### src/rtl/bitwr_pkg.sv
package bitwr_pkg;

   localparam int unsigned BYTE_W = 8;
   localparam int unsigned PAGE_NUM_W = 16;

   typedef enum logic [1:0] {
      SQ_IDLE   = 2'd0,
      SQ_OP_HI  = 2'd1,
      SQ_OP_LO  = 2'd2,
      SQ_STREAM = 2'd3
   } seq_state_e;

   typedef struct packed {
      logic                  load;
      logic [PAGE_NUM_W-1:0] page;
   } page_load_t;

endpackage

### src/rtl/bitwr_cmd_fsm.sv
module bitwr_cmd_fsm
   import bitwr_pkg::*;
#(
   parameter logic [7:0] CMD_START  = 8'h66,
   parameter logic [7:0] CMD_RESUME = 8'h68
) (
   input  logic                  clk,
   input  logic                  rst_n,
   input  logic                  take,
   input  logic                  take_is_cmd,
   input  logic [BYTE_W-1:0]     take_byte,
   output logic                  push,
   output logic [BYTE_W-1:0]     push_byte,
   output page_load_t            page_ld
);

   seq_state_e           state_q, state_d;
   logic [BYTE_W-1:0]    hi_q;
   logic                 take_data;

   assign take_data = take && !take_is_cmd;

   always_comb begin
      state_d = state_q;
      if (take && take_is_cmd) begin
         if (take_byte == CMD_START)       state_d = SQ_OP_HI;
         else if (take_byte == CMD_RESUME) state_d = SQ_STREAM;
         else                              state_d = SQ_IDLE;
      end else if (take_data) begin
         case (state_q)
            SQ_OP_HI: state_d = SQ_OP_LO;
            SQ_OP_LO: state_d = SQ_STREAM;
            default:  state_d = state_q;
         endcase
      end
   end

   always_ff @(posedge clk) begin
      if (!rst_n) begin
         state_q <= SQ_IDLE;
         hi_q    <= '0;
      end else begin
         state_q <= state_d;
         if (take_data && state_q == SQ_OP_HI) hi_q <= take_byte;
      end
   end

   assign push         = take_data && (state_q == SQ_STREAM);
   assign push_byte    = take_byte;
   assign page_ld.load = take_data && (state_q == SQ_OP_LO);
   assign page_ld.page = {hi_q, take_byte};

   AST_LOAD_OPENS_STREAM: assert property (@(posedge clk) disable iff (!rst_n)
      page_ld.load |=> state_q == SQ_STREAM);
   AST_CMD_CLOSES: assert property (@(posedge clk) disable iff (!rst_n)
      (take && take_is_cmd && take_byte != CMD_START && take_byte != CMD_RESUME)
      |=> !push);

endmodule

### src/rtl/bitwr_shifter.sv
module bitwr_shifter #(
   parameter int unsigned DATA_W    = 8,
   parameter bit          MSB_FIRST = 1'b1
) (
   input  logic              clk,
   input  logic              rst_n,
   input  logic              push,
   input  logic [DATA_W-1:0] push_byte,
   output logic              ready,
   output logic              bit_we,
   output logic              bit_val
);

   localparam int unsigned CNT_W = $clog2(DATA_W + 1);

   logic [DATA_W-1:0] shreg_q;
   logic [CNT_W-1:0]  left_q;
   logic [DATA_W-1:0] shifted;

   generate
      if (MSB_FIRST) begin : g_msb
         assign shifted = {shreg_q[DATA_W-2:0], 1'b0};
         assign bit_val = shreg_q[DATA_W-1];
      end else begin : g_lsb
         assign shifted = {1'b0, shreg_q[DATA_W-1:1]};
         assign bit_val = shreg_q[0];
      end
   endgenerate

   always_ff @(posedge clk) begin
      if (!rst_n) begin
         shreg_q <= '0;
         left_q  <= '0;
      end else if (push) begin
         shreg_q <= push_byte;
         left_q  <= CNT_W'(DATA_W);
      end else if (left_q != '0) begin
         shreg_q <= shifted;
         left_q  <= left_q - 1'b1;
      end
   end

   assign ready  = (left_q <= CNT_W'(1));
   assign bit_we = (left_q != '0);

   AST_PUSH_WHEN_READY: assert property (@(posedge clk) disable iff (!rst_n)
      push |-> ready);
   AST_STROBE_FOLLOWS_PUSH: assert property (@(posedge clk) disable iff (!rst_n)
      push |=> bit_we);
   AST_STROBE_SOURCE: assert property (@(posedge clk) disable iff (!rst_n)
      $rose(bit_we) |-> $past(push));

endmodule

### src/rtl/bitwr_addr_ctr.sv
module bitwr_addr_ctr
   import bitwr_pkg::*;
#(
   parameter int unsigned PAGE_BITS = 10,
   parameter int unsigned NUM_PAGES = 4096
) (
   input  logic                                 clk,
   input  logic                                 rst_n,
   input  page_load_t                           page_ld,
   input  logic                                 step,
   output logic [$clog2(NUM_PAGES)+PAGE_BITS-1:0] addr,
   output logic                                 wrap
);

   localparam int unsigned PG_W    = $clog2(NUM_PAGES);
   localparam int unsigned ADDR_W  = PG_W + PAGE_BITS;
   localparam bit          IS_POW2 = (NUM_PAGES & (NUM_PAGES - 1)) == 0;
   localparam logic [ADDR_W-1:0] LAST_ADDR =
      ADDR_W'((longint'(NUM_PAGES) << PAGE_BITS) - 1);

   logic [PG_W-1:0]   page_eff;
   logic [ADDR_W-1:0] addr_q;
   logic              wrap_q;
   logic              at_last;

   generate
      if (IS_POW2) begin : g_trunc
         assign page_eff = page_ld.page[PG_W-1:0];
      end else begin : g_modulo
         logic [PAGE_NUM_W-1:0] page_mod;
         assign page_mod = page_ld.page % PAGE_NUM_W'(NUM_PAGES);
         assign page_eff = page_mod[PG_W-1:0];
      end
   endgenerate

   assign at_last = (addr_q == LAST_ADDR);

   always_ff @(posedge clk) begin
      if (!rst_n) begin
         addr_q <= '0;
         wrap_q <= 1'b0;
      end else if (page_ld.load) begin
         addr_q <= {page_eff, {PAGE_BITS{1'b0}}};
         wrap_q <= 1'b0;
      end else if (step) begin
         addr_q <= at_last ? '0 : addr_q + 1'b1;
         wrap_q <= at_last;
      end else begin
         wrap_q <= 1'b0;
      end
   end

   assign addr = addr_q;
   assign wrap = wrap_q;

   AST_STEP_ONE: assert property (@(posedge clk) disable iff (!rst_n)
      (step && !page_ld.load && !at_last) |=> addr_q == $past(addr_q) + 1'b1);
   AST_HOLD_ADDR: assert property (@(posedge clk) disable iff (!rst_n)
      (!step && !page_ld.load) |=> $stable(addr_q));
   AST_WRAP_AT_ZERO: assert property (@(posedge clk) disable iff (!rst_n)
      wrap_q |-> addr_q == '0);
   AST_WRAP_SINGLE: assert property (@(posedge clk) disable iff (!rst_n)
      wrap_q |=> !wrap_q);
   AST_LOAD_PAGE_ALIGNED: assert property (@(posedge clk) disable iff (!rst_n)
      page_ld.load |=> addr_q[PAGE_BITS-1:0] == '0);

endmodule

### src/rtl/bitwr_sequencer.sv
module bitwr_sequencer
   import bitwr_pkg::*;
#(
   parameter int unsigned PAGE_BITS  = 10,
   parameter int unsigned NUM_PAGES  = 4096,
   parameter bit          MSB_FIRST  = 1'b1,
   parameter logic [7:0]  CMD_START  = 8'h66,
   parameter logic [7:0]  CMD_RESUME = 8'h68,
   localparam int unsigned ADDR_W    = $clog2(NUM_PAGES) + PAGE_BITS
) (
   input  logic              clk,
   input  logic              rst_n,
   input  logic              in_valid,
   input  logic              in_is_cmd,
   input  logic [7:0]        in_byte,
   output logic              in_ready,
   output logic [ADDR_W-1:0] mem_addr,
   output logic              mem_we,
   output logic              mem_wdata,
   output logic              wrap_pulse
);

   initial begin
      assert (PAGE_BITS >= 1 && PAGE_BITS <= 20)
         else $error("PAGE_BITS out of range");
      assert (NUM_PAGES >= 2 && $clog2(NUM_PAGES) <= PAGE_NUM_W)
         else $error("NUM_PAGES out of range");
      assert (CMD_START != CMD_RESUME)
         else $error("command codes must differ");
   end

   logic              take;
   logic              push;
   logic [BYTE_W-1:0] push_byte;
   page_load_t        page_ld;
   logic              ser_ready;
   logic              bit_we;
   logic              bit_val;

   assign take     = in_valid && ser_ready;
   assign in_ready = ser_ready;

   bitwr_cmd_fsm #(
      .CMD_START  (CMD_START),
      .CMD_RESUME (CMD_RESUME)
   ) u_fsm (
      .clk         (clk),
      .rst_n       (rst_n),
      .take        (take),
      .take_is_cmd (in_is_cmd),
      .take_byte   (in_byte),
      .push        (push),
      .push_byte   (push_byte),
      .page_ld     (page_ld)
   );

   bitwr_shifter #(
      .DATA_W    (BYTE_W),
      .MSB_FIRST (MSB_FIRST)
   ) u_shift (
      .clk       (clk),
      .rst_n     (rst_n),
      .push      (push),
      .push_byte (push_byte),
      .ready     (ser_ready),
      .bit_we    (bit_we),
      .bit_val   (bit_val)
   );

   bitwr_addr_ctr #(
      .PAGE_BITS (PAGE_BITS),
      .NUM_PAGES (NUM_PAGES)
   ) u_ctr (
      .clk     (clk),
      .rst_n   (rst_n),
      .page_ld (page_ld),
      .step    (bit_we),
      .addr    (mem_addr),
      .wrap    (wrap_pulse)
   );

   assign mem_we    = bit_we;
   assign mem_wdata = bit_val;

   AST_NO_LOAD_MID_BYTE: assert property (@(posedge clk) disable iff (!rst_n)
      page_ld.load |-> !mem_we);
   AST_WRAP_AFTER_WRITE: assert property (@(posedge clk) disable iff (!rst_n)
      wrap_pulse |-> $past(mem_we));

endmodule

### config.mk
export PLATFORM = sky130hd
export DESIGN_NAME = bitwr_sequencer
export DESIGN_NICKNAME = d
export VERILOG_FILES = /design/src/rtl/bitwr_pkg.sv /design/src/rtl/bitwr_cmd_fsm.sv /design/src/rtl/bitwr_shifter.sv /design/src/rtl/bitwr_addr_ctr.sv /design/src/rtl/bitwr_sequencer.sv
export SDC_FILE = /design/constraint.sdc
export NUM_CORES = 1
export LEC_CHECK = 0
export ABC_CLOCK_PERIOD_IN_PS = 3100
export BUFFER_PORTS_ARGS = -buffer_cell sky130_fd_sc_hd__buf_2
export CAP_MARGIN = 20
export CORE_MARGIN = 1
export CORE_UTILIZATION = 55
export DETAILED_ROUTE_END_ITERATION = 8
export PLACE_DENSITY = 0.79
export SLEW_MARGIN = 20
export SYNTH_ARGS = -nofsm -noshare
export SYNTH_HDL_FRONTEND = slang
export SYNTH_SLANG_ARGS = --single-unit
### constraint.sdc
create_clock -name clk -period 3.1 [get_ports clk]
set_input_delay 0.62 -clock clk [delete_from_list [all_inputs] [get_ports clk]]
set_output_delay 0.62 -clock clk [all_outputs]
set_load 0.1 [all_outputs]
==> metrics.md <==
| Metric | Value |
|---|---|
| Die Area | `4110 um2` |
| Final Max Tran Viols | `0` |
| PwrDens | `762 nW/um2` |
| RSZ-0062 raised after global routing | `false` |
| Worst skew pair latency | `300 ps` |
| Slowest cell on crit path | `buf_2` |
| Final-stage net count | `305` |
| CP top delay family | `buffers and inverters` |
| Initial core utilization | `0.575` |
| Hold Vio Cnt, Final | `0` |
| Post-synthesis mux area share | `0.0189` |
| Dominant cell type by area after synthesis | `dfxtp_1` |
| Post-synth top area share | `0.387` |
| Max_slew headroom | `0.488` |
| Fillers | `319` |
| Largest cells by area after synthesis | `dfxtp_1, xor2_1, nor2_1` |
| Critical Path, Cell by Cell | `inv_1 -> ha_1 -> nor2_1 -> nor3_2 -> buf_2` |
| Main synth FF type | `dfxtp_1` |
| Core area | `3690 um2` |
| Max Cap Viol | `0` |
| Library cells used by synthesis | `41` |
| Xor and xnor area share after synthesis | `0.0909` |
| Row cnt | `22` |
| Simple-gate share of the synthesized area | `0.279` |
| Synth Cell Area | `2120 um2` |
| Most common cell after layout, fill and taps aside | `dfxtp_1` |
| Initial DRC count | `142` |
| Worst Path Buf+Inv | `2` |
| Post-CTS Setup Repair Bufs | `0` |
| Htree depth | `2` |
| GRT overflow | `0` |
| Root Buffer | `clkbuf_8` |
| Status | `finished, final reports clean` |
| Layout Utilization | `0.667` |
| Final setup fails | `0` |
| Syn Area/Cell | `8.48 um2` |
| Largest buffer count on any clock path | `2` |
| CP required | `2480 ps` |
| Post-synth EDFFs | `0` |
| Die Width | `64.1 um` |
| Clock Sinks | `41` |
| Synth Register Bits | `41` |
| Dpl hpwl | `3420 um` |
| Hold_ws | `480 ps` |
| TritonCTS clock tree | `built` |
| Leak pwr | `1.07 nW` |
| All-Layer GR Usage | `0.257` |
| Commonest cells after routing, fill and taps aside | `dfxtp_1, buf_2, nor2_1` |
| Die Y | `64.1 um` |
| Via/cell ratio | `5.87` |
| Clock Skew | `3.96 ps` |
| WL/cell | `14.5 um` |
| Adder-Cell Fraction of Synth Area | `0.0413` |
| Detail Route Antenna Nets | `0` |
| Reg clk slew, reported paths | `80 ps` |
| Final wirelength | `4870 um` |
| Area Overhead vs Synth | `16.1%` |
| Maximum clock rate | `0.424 GHz` |
| Critical path arrival | `1740 ps` |
| Worst R2R Setup Slack | `820 ps` |
| Vias in the first global route | `1721` |
| # IOs | `38` |
| Compound-cell area share of the yosys netlist | `0.138` |
| # diodes | `0` |
| Vias | `1966` |
| 1st-pass router iterations | `4` |
| Port bufs | `37` |
| Initial antenna violation count | `0` |
| Layout cells sized above 1 | `0.199` |
| Total chip power | `1.87 mW` |
| Tcrit/Tclk final | `0.760` |
| Syn Inst Count | `250` |
| Hold/Removal Path Class | `register to register` |
| Number of synthesis warnings | `0` |
| Crit Path Max Fanout | `4` |
| DRC | `0` |
| Largest net degree at the start of global routing | `25` |
| First-pass GRT wire length | `8160 um` |
| Min Tclk post-route | `2360 ps` |
| Placer Congestion | `0.810` |
| Total negative slack | `0 ps` |
| Crit. End Element | `output pin` |
| Asr flop ratio synth | `0` |
| Maximum VDD drop | `0.000454 V` |
| Crit-path max cell delay | `490 ps` |
| CTS Hold Bufs | `0` |
| Register area share after synthesis | `0.387` |
| Critical path type | `register to output pin` |
| Startpoint class of the critical path | `register` |
| CTS Buf Count | `5` |
| Largest family of logic cells by synthesized area | `simple AND/OR/NAND/NOR gates` |
| Post-Syn Nets | `269` |
| Slew @ Worst Pin | `761 ps` |
| Post-CTS sizing | `0` |
## per-stage QoR
stage,instances,setup WS (ps),area (um2)
2_1_floorplan,250,178,2120
3_3_place_gp,327,874,2340
3_5_place_dp,327,834,2340
4_1_cts,335,730,2460
5_1_grt,335,625,2460
6_report,335,744,2460
## Yosys cell counts, drive strengths merged, types with 2 or more instances
| library cell | number |
|---|---|
| nand3 | 9 |
| a221oi | 7 |
| o22ai | 4 |
| inv | 11 |
| xor2 | 16 |
| or4 | 2 |
| buf | 5 |
| nand4 | 11 |
| a21oi | 11 |
| o21ai | 2 |
| a311oi | 7 |
| clkbuf | 6 |
| mux2i | 4 |
| nand2 | 26 |
| dfxtp | 41 |
| nor3 | 10 |
| xnor2 | 6 |
| nor3b | 2 |
| and4 | 3 |
| ha | 7 |
| nor4 | 6 |
| nor2 | 32 |
| or2 | 2 |
| and3 | 10 |
## layout make-up
cell class,instances,area (um2),share of cell area
multi-input cells,187,1210,0.493
clock inverters,1,30.0,0.0122
well taps,48,60.1,0.0244
inverters,11,41.3,0.0168
clock buffers,7,86.3,0.0351
repair buffers,40,208,0.0844
flip-flops and latches,41,821,0.334
## worst paths after layout
check,startpoint,endpoint,cells past startpoint
max reg2reg,u_shift.left_q[0],u_shift.shreg_q[0],7
min,u_shift.shreg_q[5],u_shift.shreg_q[6],2
max,u_shift.left_q[0],in_ready,5
min reg2reg,u_shift.shreg_q[5],u_shift.shreg_q[6],2
## layer usage
layer,track usage,vias to the layer above,wire length [um]
li1,-,977,-
met1,0.369,920,2360
met2,0.374,61,2180
met3,0.0643,8,266
met4,0.0824,0,58
met5,0,-,0
## tightest hold or removal path: cells and delay by family, from the launching register on
| family | cells | cell delay, ps |
|---|---|---|
| DFF | 1 | 310 |
| and+or+nand+nor | 1 | 50 |
| AOI/OAI and AO/OA | 1 | 70 |
## registers in the layout, indices dropped and copies added (netlist names)
signal	count
u_shift.left_q	4
u_fsm.state_q	2
u_fsm.hi_q	4
u_ctr.addr	22
u_ctr.wrap	1
u_shift.shreg_q	8
## cell families (layout without fill, tap and decap cells)
logic type | count (synthesis) | count (layout)
multiplexers | 4 | 4
adder cells (fa/ha/maj) | 7 | 7
AND/OR/NAND/NOR | 115 | 115
buffers and inverters | 22 | 59
flip-flops | 41 | 41
XOR/XNOR | 22 | 22
AO/OA/AOI/OAI | 39 | 39
## power breakdown
part	leakage [nW]	switching, mW	internal [mW]
registers	0.332	0.0612	0.575
clock network	0.0585	0.184	0.263
logic	0.682	0.588	0.204
(Power assumes the default switching activity.)
